File: config.mk
export PLATFORM = sky130hd
export DESIGN_NAME = sram_wait_seq
export DESIGN_NICKNAME = d
export VERILOG_FILES = /design/src/rtl/sram_seq_pkg.sv /design/src/rtl/sram_seq_ctrl.sv /design/src/rtl/sram_seq_datapath.sv /design/src/rtl/sram_wait_seq.sv
export SDC_FILE = /design/constraint.sdc
export NUM_CORES = 1
export LEC_CHECK = 0
export ABC_CLOCK_PERIOD_IN_PS = 3200
export CORE_UTILIZATION = 45
export CTS_CLUSTER_SIZE = 12
export DETAILED_ROUTE_END_ITERATION = 6
export GPL_TIMING_DRIVEN = 0
export PLACE_DENSITY = 0.89
export SYNTH_ARGS = -nofsm -noshare
export SYNTH_HDL_FRONTEND = slang
export SYNTH_SLANG_ARGS = --single-unit
export TNS_END_PERCENT = 50
File: constraint.sdc
create_clock -name clk -period 3.2 [get_ports clk]
set_clock_uncertainty 0.15 [all_clocks]
set_input_delay 0.48 -clock clk [delete_from_list [all_inputs] [get_ports clk]]
set_output_delay 0.48 -clock clk [all_outputs]
set_load 0.005 [all_outputs]
File: src/rtl/sram_seq_pkg.sv
package sram_seq_pkg;

  typedef enum logic [2:0] {
    ST_IDLE,
    ST_RD_STROBE,
    ST_RD_HOLD,
    ST_WR_SETUP,
    ST_WR_STROBE,
    ST_WR_HOLD
  } seq_state_e;

  // Strobes from control to datapath. The *Next fields give the pin
  // levels for the coming cycle; load and capture act on this edge.
  typedef struct packed {
    logic load;
    logic capture;
    logic csNext;
    logic oeNext;
    logic weNext;
    logic driveNext;
  } seq_ctrl_t;

endpackage

File: src/rtl/sram_seq_ctrl.sv
module sram_seq_ctrl
  import sram_seq_pkg::*;
#(
  parameter int WAIT_W = 4
) (
  input  logic              clk,
  input  logic              rstN,
  input  logic              reqValid,
  input  logic              reqWrite,
  input  logic [WAIT_W-1:0] cfgRdWait,
  input  logic [WAIT_W-1:0] cfgWrWait,
  input  logic              memWaitN,
  output seq_ctrl_t         ctrl,
  output logic              ready,
  output logic              doneOut
);

  seq_state_e        state, stateNext;
  logic [WAIT_W-1:0] waitCnt, waitCntNext;
  logic              accept;
  logic              strobeEnd;
  logic              inStrobe;

  assign accept    = (state == ST_IDLE) && reqValid;
  assign inStrobe  = (state == ST_RD_STROBE) || (state == ST_WR_STROBE);
  // Phase ends once the count is spent and the device is not stalling.
  assign strobeEnd = (waitCnt == '0) && memWaitN;

  always_comb begin
    stateNext = state;
    unique case (state)
      ST_IDLE:      if (reqValid) stateNext = reqWrite ? ST_WR_SETUP : ST_RD_STROBE;
      ST_RD_STROBE: if (strobeEnd) stateNext = ST_RD_HOLD;
      ST_RD_HOLD:   stateNext = ST_IDLE;
      ST_WR_SETUP:  stateNext = ST_WR_STROBE;
      ST_WR_STROBE: if (strobeEnd) stateNext = ST_WR_HOLD;
      ST_WR_HOLD:   stateNext = ST_IDLE;
      default:      stateNext = ST_IDLE;
    endcase
  end

  always_comb begin
    waitCntNext = waitCnt;
    if (accept) begin
      waitCntNext = reqWrite ? '0 : cfgRdWait;
    end else if (state == ST_WR_SETUP) begin
      waitCntNext = cfgWrWait;
    end else if (inStrobe && (waitCnt != '0)) begin
      waitCntNext = waitCnt - 1'b1;
    end
  end

  always_ff @(posedge clk or negedge rstN) begin
    if (!rstN) begin
      state   <= ST_IDLE;
      waitCnt <= '0;
    end else begin
      state   <= stateNext;
      waitCnt <= waitCntNext;
    end
  end

  always_comb begin
    ctrl.load      = accept;
    ctrl.capture   = (state == ST_RD_STROBE) && strobeEnd;
    ctrl.csNext    = (stateNext == ST_RD_STROBE) || (stateNext == ST_WR_SETUP) ||
                     (stateNext == ST_WR_STROBE) || (stateNext == ST_WR_HOLD);
    ctrl.oeNext    = (stateNext == ST_RD_STROBE);
    ctrl.weNext    = (stateNext == ST_WR_STROBE);
    ctrl.driveNext = (stateNext == ST_WR_SETUP) || (stateNext == ST_WR_STROBE) ||
                     (stateNext == ST_WR_HOLD);
  end

  assign ready   = (state == ST_IDLE);
  assign doneOut = (state == ST_RD_HOLD) || (state == ST_WR_HOLD);

endmodule

File: src/rtl/sram_seq_datapath.sv
module sram_seq_datapath
  import sram_seq_pkg::*;
#(
  parameter int ADDR_W = 16,
  parameter int DATA_W = 16,
  parameter int LANES  = DATA_W / 8
) (
  input  logic              clk,
  input  logic              rstN,
  input  seq_ctrl_t         ctrl,
  input  logic [ADDR_W-1:0] reqAddr,
  input  logic [DATA_W-1:0] reqWdata,
  input  logic [LANES-1:0]  reqLanes,
  input  logic [DATA_W-1:0] memDataIn,
  output logic [ADDR_W-1:0] memAddr,
  output logic [DATA_W-1:0] memDataOut,
  output logic              memDataOe,
  output logic              memCsN,
  output logic              memOeN,
  output logic              memWeN,
  output logic [LANES-1:0]  memLaneN,
  output logic [DATA_W-1:0] rdData
);

  logic [LANES-1:0] laneSel;

  always_ff @(posedge clk or negedge rstN) begin
    if (!rstN) begin
      memAddr    <= '0;
      memDataOut <= '0;
      laneSel    <= '0;
    end else if (ctrl.load) begin
      memAddr    <= reqAddr;
      memDataOut <= reqWdata;
      laneSel    <= reqLanes;
    end
  end

  always_ff @(posedge clk or negedge rstN) begin
    if (!rstN) begin
      rdData <= '0;
    end else if (ctrl.capture) begin
      rdData <= memDataIn;
    end
  end

  always_ff @(posedge clk or negedge rstN) begin
    if (!rstN) begin
      memCsN    <= 1'b1;
      memOeN    <= 1'b1;
      memWeN    <= 1'b1;
      memDataOe <= 1'b0;
    end else begin
      memCsN    <= ~ctrl.csNext;
      memOeN    <= ~ctrl.oeNext;
      memWeN    <= ~ctrl.weNext;
      memDataOe <= ctrl.driveNext;
    end
  end

  // One flop per lane; laneSel was loaded at acceptance, before any strobe.
  for (genvar i = 0; i < LANES; i++) begin : g_lane
    always_ff @(posedge clk or negedge rstN) begin
      if (!rstN) begin
        memLaneN[i] <= 1'b1;
      end else if (ctrl.load) begin
        memLaneN[i] <= 1'b1;
      end else begin
        memLaneN[i] <= ~(ctrl.weNext & laneSel[i]);
      end
    end
  end

endmodule

File: src/rtl/sram_wait_seq.sv
module sram_wait_seq
  import sram_seq_pkg::*;
#(
  parameter int  ADDR_W = 16,
  parameter int  DATA_W = 16,
  parameter int  WAIT_W = 4,
  localparam int LANES  = DATA_W / 8
) (
  input  logic              clk,
  input  logic              rstN,
  input  logic              reqValid,
  input  logic              reqWrite,
  input  logic [ADDR_W-1:0] reqAddr,
  input  logic [DATA_W-1:0] reqWdata,
  input  logic [LANES-1:0]  reqLanes,
  input  logic [WAIT_W-1:0] cfgRdWait,
  input  logic [WAIT_W-1:0] cfgWrWait,
  output logic              reqReady,
  output logic              done,
  output logic [DATA_W-1:0] rdData,
  output logic              memCsN,
  output logic              memOeN,
  output logic              memWeN,
  output logic [LANES-1:0]  memLaneN,
  output logic [ADDR_W-1:0] memAddr,
  output logic [DATA_W-1:0] memDataOut,
  output logic              memDataOe,
  input  logic [DATA_W-1:0] memDataIn,
  input  logic              memWaitN
);

  seq_ctrl_t ctrl;

  sram_seq_ctrl #(.WAIT_W(WAIT_W)) u_ctrl (
    .clk       (clk),
    .rstN      (rstN),
    .reqValid  (reqValid),
    .reqWrite  (reqWrite),
    .cfgRdWait (cfgRdWait),
    .cfgWrWait (cfgWrWait),
    .memWaitN  (memWaitN),
    .ctrl      (ctrl),
    .ready     (reqReady),
    .doneOut   (done)
  );

  sram_seq_datapath #(.ADDR_W(ADDR_W), .DATA_W(DATA_W), .LANES(LANES)) u_dp (
    .clk        (clk),
    .rstN       (rstN),
    .ctrl       (ctrl),
    .reqAddr    (reqAddr),
    .reqWdata   (reqWdata),
    .reqLanes   (reqLanes),
    .memDataIn  (memDataIn),
    .memAddr    (memAddr),
    .memDataOut (memDataOut),
    .memDataOe  (memDataOe),
    .memCsN     (memCsN),
    .memOeN     (memOeN),
    .memWeN     (memWeN),
    .memLaneN   (memLaneN),
    .rdData     (rdData)
  );

endmodule

# [Word level (Yosys, flattened, before mapping)]
# Index checks and enable logic that the tools add are counted.
[word_totals] elab_cells=55 inputBits=63 regBits=63 out_inout_bits=56
[classes] eq_ne=9 bitwise_logic=7 n_mux=11 n_reduce_logical=15 n_addsub=1
[ops] operator="4-bit 2-to-1 mux" count=4
[ops] operator="3-bit equality test, second input constant" count=4
[ops] operator="3-bit case mux with 4 select lines" count=1
[ops] operator="3-bit by 2-bit equality test with 1-bit output, second input constant" count=3
[ops] operator="3-bit 2-to-1 mux" count=3
[ops] operator="1-bit logical OR" count=7
[ops] operator="3-bit by 1-bit equality test with 1-bit output, second input constant" count=2
[ops] operator="1-bit NOT" count=5
[ops] operator="1-bit logical AND" count=4
[ops] operator="4-bit zero test" count=1
[ops] operator="4-bit nonzero test" count=1
[ops] operator="4-bit by 1-bit subtractor with 4-bit output, second input constant" count=1
[ops] operator="3-bit zero test" count=1
[ops] operator="3-bit nonzero test" count=1
[ops] operator="1-bit bitwise AND" count=2
[ops] operator="1-bit 2-to-1 mux" count=2
[ops] operator="2-bit 2-to-1 mux" count=1

# [Depth between registers and ports, before layout]
[logic_depth] ltp_word=9 ltp_mapped=7 ltp_nobuf=6

# [Cells and area by module]
# Synthesis repeated with hierarchy kept, for this count alone.
[unflattened] cells_unflattened=190 hier_area_um2=2857.7
[modules_own_cells] module="sram_seq_datapath" cells_each=117 n_inst=1 area_per_inst_um2=2228.4 seq_area_each_um2=1407.6
[modules_own_cells] module="sram_seq_ctrl" cells_each=73 n_inst=1 area_per_inst_um2=629.4 seq_area_each_um2=175.2

# [Least setup slack after synthesis]
# OpenSTA, ideal clock, no wires.
[synth_path] path_type="register to register" start="register u_ctrl.waitCnt[0]" end="register u_ctrl.waitCnt[0]" t_required_ns=2.975 setup_time_ns=0.075 stages_incl_launch_ff=7 path_buffers=0 period_less_slack_ns=1.826 path_slack_ns=1.374 arrival_ns=1.601 cell_sequence="dfrtp_1 -> inv_1 -> ha_1 -> or4b_1 -> a32o_2 -> a21boi_1 -> o2bb2ai_2"
[synth_between] elab_chain_len=4 word_cells_on_any_way=7 cone_classes="add/sub (1); mux (3); reduce/logical (3)"
[synth_lines] element="from (decl)" line="sram_seq_ctrl.sv:19" rtl="logic [WAIT_W-1:0] waitCnt, waitCntNext;"
[synth_lines] element="from (signal assigned)" line="sram_seq_ctrl.sv:59" rtl="waitCnt <= waitCntNext;"
[synth_lines] element="4-bit by 1-bit subtractor with 4-bit output" line="sram_seq_ctrl.sv:49" rtl="waitCntNext = waitCnt - 1'b1;"
[synth_lines] element="4-bit 2-to-1 mux" line="sram_seq_ctrl.sv:48" rtl="end else if (inStrobe && (waitCnt != '0)) begin"
[synth_lines] element="4-bit 2-to-1 mux" line="sram_seq_ctrl.sv:46" rtl="end else if (state == ST_WR_SETUP) begin"
[synth_lines] element="4-bit 2-to-1 mux" line="sram_seq_ctrl.sv:44" rtl="if (accept) begin"
# Several ways; a longest one is shown, not always the timed one. The select of a mux whose other input is x is not followed.
# A chain may end at the register's enable or synchronous reset.

# [Worst setup path after layout]
[layout_path] start="register u_ctrl.state[2]" end="output reqReady"
[layout_between] elab_chain_len=1
[layout_lines] element="from (decl)" line="sram_seq_ctrl.sv:18" rtl="seq_state_e state, stateNext;"
[layout_lines] element="from (signal assigned)" line="sram_seq_ctrl.sv:58" rtl="state <= stateNext;"
[layout_lines] element="3-bit zero test" line="sram_seq_ctrl.sv:74" rtl="assign ready = (state == ST_IDLE);"
[layout_lines] element="to (decl)" line="sram_wait_seq.sv:18" rtl="output logic reqReady,"
# Every way passes these cells.

==> flow_summary.json <==
{
  "maxCapViolations": 0,
  "ys.warnings.count": 0,
  "grt_start_max_net_pins": 42,
  "holdCritPathClass": "reg2reg",
  "max_freq_mhz": 418.3,
  "grt_pass1_wl_um": 10520,
  "num_vias": 2276,
  "synthesis.nets": 322,
  "finalNonFillerCells": 465,
  "numCtsBuffers": 9,
  "place_hpwl_um": 4730,
  "worst_pin_slew_ns": 0.5898,
  "syn_area_um2": 2668,
  "seq_area_frac_synth": 0.5933,
  "setup_slack_ns": 0.8093,
  "synthFlopType": "dfrtp_1",
  "dpl.cell_count": 448,
  "first_pass_iters": 4,
  "synth_cell_type_count": 38,
  "fillers": 415,
  "final_antenna_net_count": 0,
  "final_cell_mix": "clkdlybuf4s50_1, nand2_1, dfrtp_1",
  "antenna_found_initial": 0,
  "worstSetupPathType": "reg2out",
  "maxSlewViolCount": 0,
  "outcome": "completed",
  "core_um2": 5608,
  "clock_sinks": 63,
  "drive_gt1_frac": 0.1476,
  "layout.nets": 453,
  "critPathRequiredTime_ns": 2.57,
  "final_common_cell": "clkdlybuf4s50_1",
  "synth-edff-count": 0,
  "avgRoutedWirePerCell_um": 14.00,
  "synth_cells": 257,
  "die_area_um2": 6239,
  "rsz0062_at_grt": "false",
  "numPortBuffers": 118,
  "gr-total-overflow": 0,
  "critPathMaxFanout": 10,
  "synthArstFlopShare": 1.000,
  "cts-resized-gates": 0,
  "hold_depth": 1,
  "crit_arrival_ns": 1.76,
  "hold_violations": 0,
  "cellLeakagePower_uw": 0.001936,
  "postCtsHoldBufs": 1,
  "end_kind": "output port",
  "grt_pass1_vias": 2276,
  "setup_tns_ns": 0,
  "cts_max_path_buffers": 2,
  "peakVddDrop_uv": 599.7,
  "power_per_cell_area_nw_per_um2": 883.3,
  "syn_avg_cell_area_um2": 10.38,
  "floorplan.initialDensity": 0.4757,
  "cts_setup_buffers": 0,
  "period_minus_slack_ns": 2.391,
  "die_w_um": 78.99,
  "cts_tree": "yes",
  "area_growth_pct": 56.38,
  "placed_area_um2": 3954,
  "dp_slack_ns": 0.7624,
  "n_antenna_cell": 0,
  "relSlewSlack": 0.6058,
  "drt_iter0_markers": 57,
  "track_usage": 0.2242,
  "cts.clk_slew.worst_paths_ns": 0.07,
  "finalWeightedCongestion": 0.7854,
  "rows": 27,
  "start_kind": "register",
  "finalCritPeriodShare": 0.7471,
  "die_h_um": 78.99,
  "cts_root_buffer": "clkbuf_8",
  "wirelength_um": 6508,
  "ys_seq_elements": 63,
  "drc": 0,
  "reg2regPathDepth": 6,
  "io_pins": 119,
  "clkLatencyLatePin_ns": 0.33,
  "design_area_um2": 4172,
  "htree_num_levels": 3,
  "finalSetupViolCount": 0,
  "power_uw": 3685,
  "viasPerCell": 4.895
}
cell usage after synthesis (3+ instances only):
cell / count / area share
mux2_2: 17 / 0.072
clkbuf_1: 3 / 0.0042
o21ai_0: 5 / 0.0094
dfrtp_1: 58 / 0.54
buf_2: 4 / 0.0075
inv_1: 3 / 0.0042
nand2_1: 112 / 0.16
nor2_1: 8 / 0.011
buf_6: 4 / 0.017
dfstp_2: 5 / 0.049
nand3b_1: 4 / 0.011
nor3_1: 4 / 0.0075
per-layer routing:
layer / up-vias / global-route usage / wire length (um) / share of wire
li1: 1097 / - / - / -
met1: 1091 / 0.2576 / 2633 / 0.40
met2: 83 / 0.3802 / 3268 / 0.50
met3: 5 / 0.07701 / 533 / 0.082
met4: 0 / 0.09273 / 72 / 0.011
met5: - / 0 / 0 / 0
worst paths after layout:
check	to	slack (ns)	start
worst min register to register	u_dp.memLaneN[0]	0.27	u_dp.laneSel[0]
max in group asynchronous	u_dp.memWeN	1.71	rstN
min in group asynchronous	u_dp.rdData[0]	0.52	rstN
worst min-delay path	u_dp.memLaneN[0]	0.27	u_dp.laneSel[0]
worst max-delay path	reqReady	0.81	u_ctrl.state[2]
worst max register to register	u_dp.rdData[6]	1.21	u_ctrl.waitCnt[0]
where the power goes:
| part | switching (uW) | internal (uW) | total, uW |
|---|---|---|---|
| registers | 208 | 1170 | 1380 |
| clock network | 301 | 401 | 702 |
| logic | 631 | 971 | 1600 |
per-stage QoR:
| step | hold slack, ns | util |
|---|---|---|
| 6_report | 0.2685 | 0.7439 |
| 5_1_grt | 0.2871 | 0.7439 |
| 4_1_cts | 0.2770 | 0.7439 |
| 3_5_place_dp | 0.2711 | 0.7050 |
| 3_3_place_gp | 0.2514 | 0.7024 |
| 2_1_floorplan | 0.03441 | - |
final cells by class:
type,count,area (um^2),area share
Sequential cell,63,1583,0.3794
Timing Repair Buffer,120,1206,0.2891
Multi-Input combinational cell,179,989.7,0.2373
Clock buffer,11,151.4,0.03629
Tap cell,72,90.09,0.02160
Buffer,12,83.83,0.02010
Clock inverter,5,56.30,0.01350
Inverter,3,11.26,0.002699
worst max-delay path: stages (launching register included):
cell and delay [ns]:
dfrtp_1 0.46, buf_6 0.17, nor3_1 0.23, clkdlybuf4s50_1 0.56
kinds of logic (layout without fill, tap and decap cells):
group,after synthesis,in the layout,share of synthesized area
AOI/OAI and AO/OA,18,18,0.05019
xor gates and xnor gates,2,2,0.006568
adders and majority gates,2,2,0.009379
buffers and inverters,15,151,0.03565
DFF,63,63,0.5933
muxes,17,17,0.07176
and+or+nand+nor,140,140,0.2331
sequential cells by signal, indices dropped and copies added (netlist names):
signal / cells
u_dp.memAddr: 16
u_dp.memCsN: 1
u_dp.laneSel: 2
u_dp.rdData: 16
u_dp.memDataOe: 1
u_dp.memOeN: 1
u_ctrl.state: 3
u_dp.memDataOut: 16
u_ctrl.waitCnt: 4
u_dp.memWeN: 1
u_dp.memLaneN: 2
Note: power is estimated with default switching activity, not from simulation.
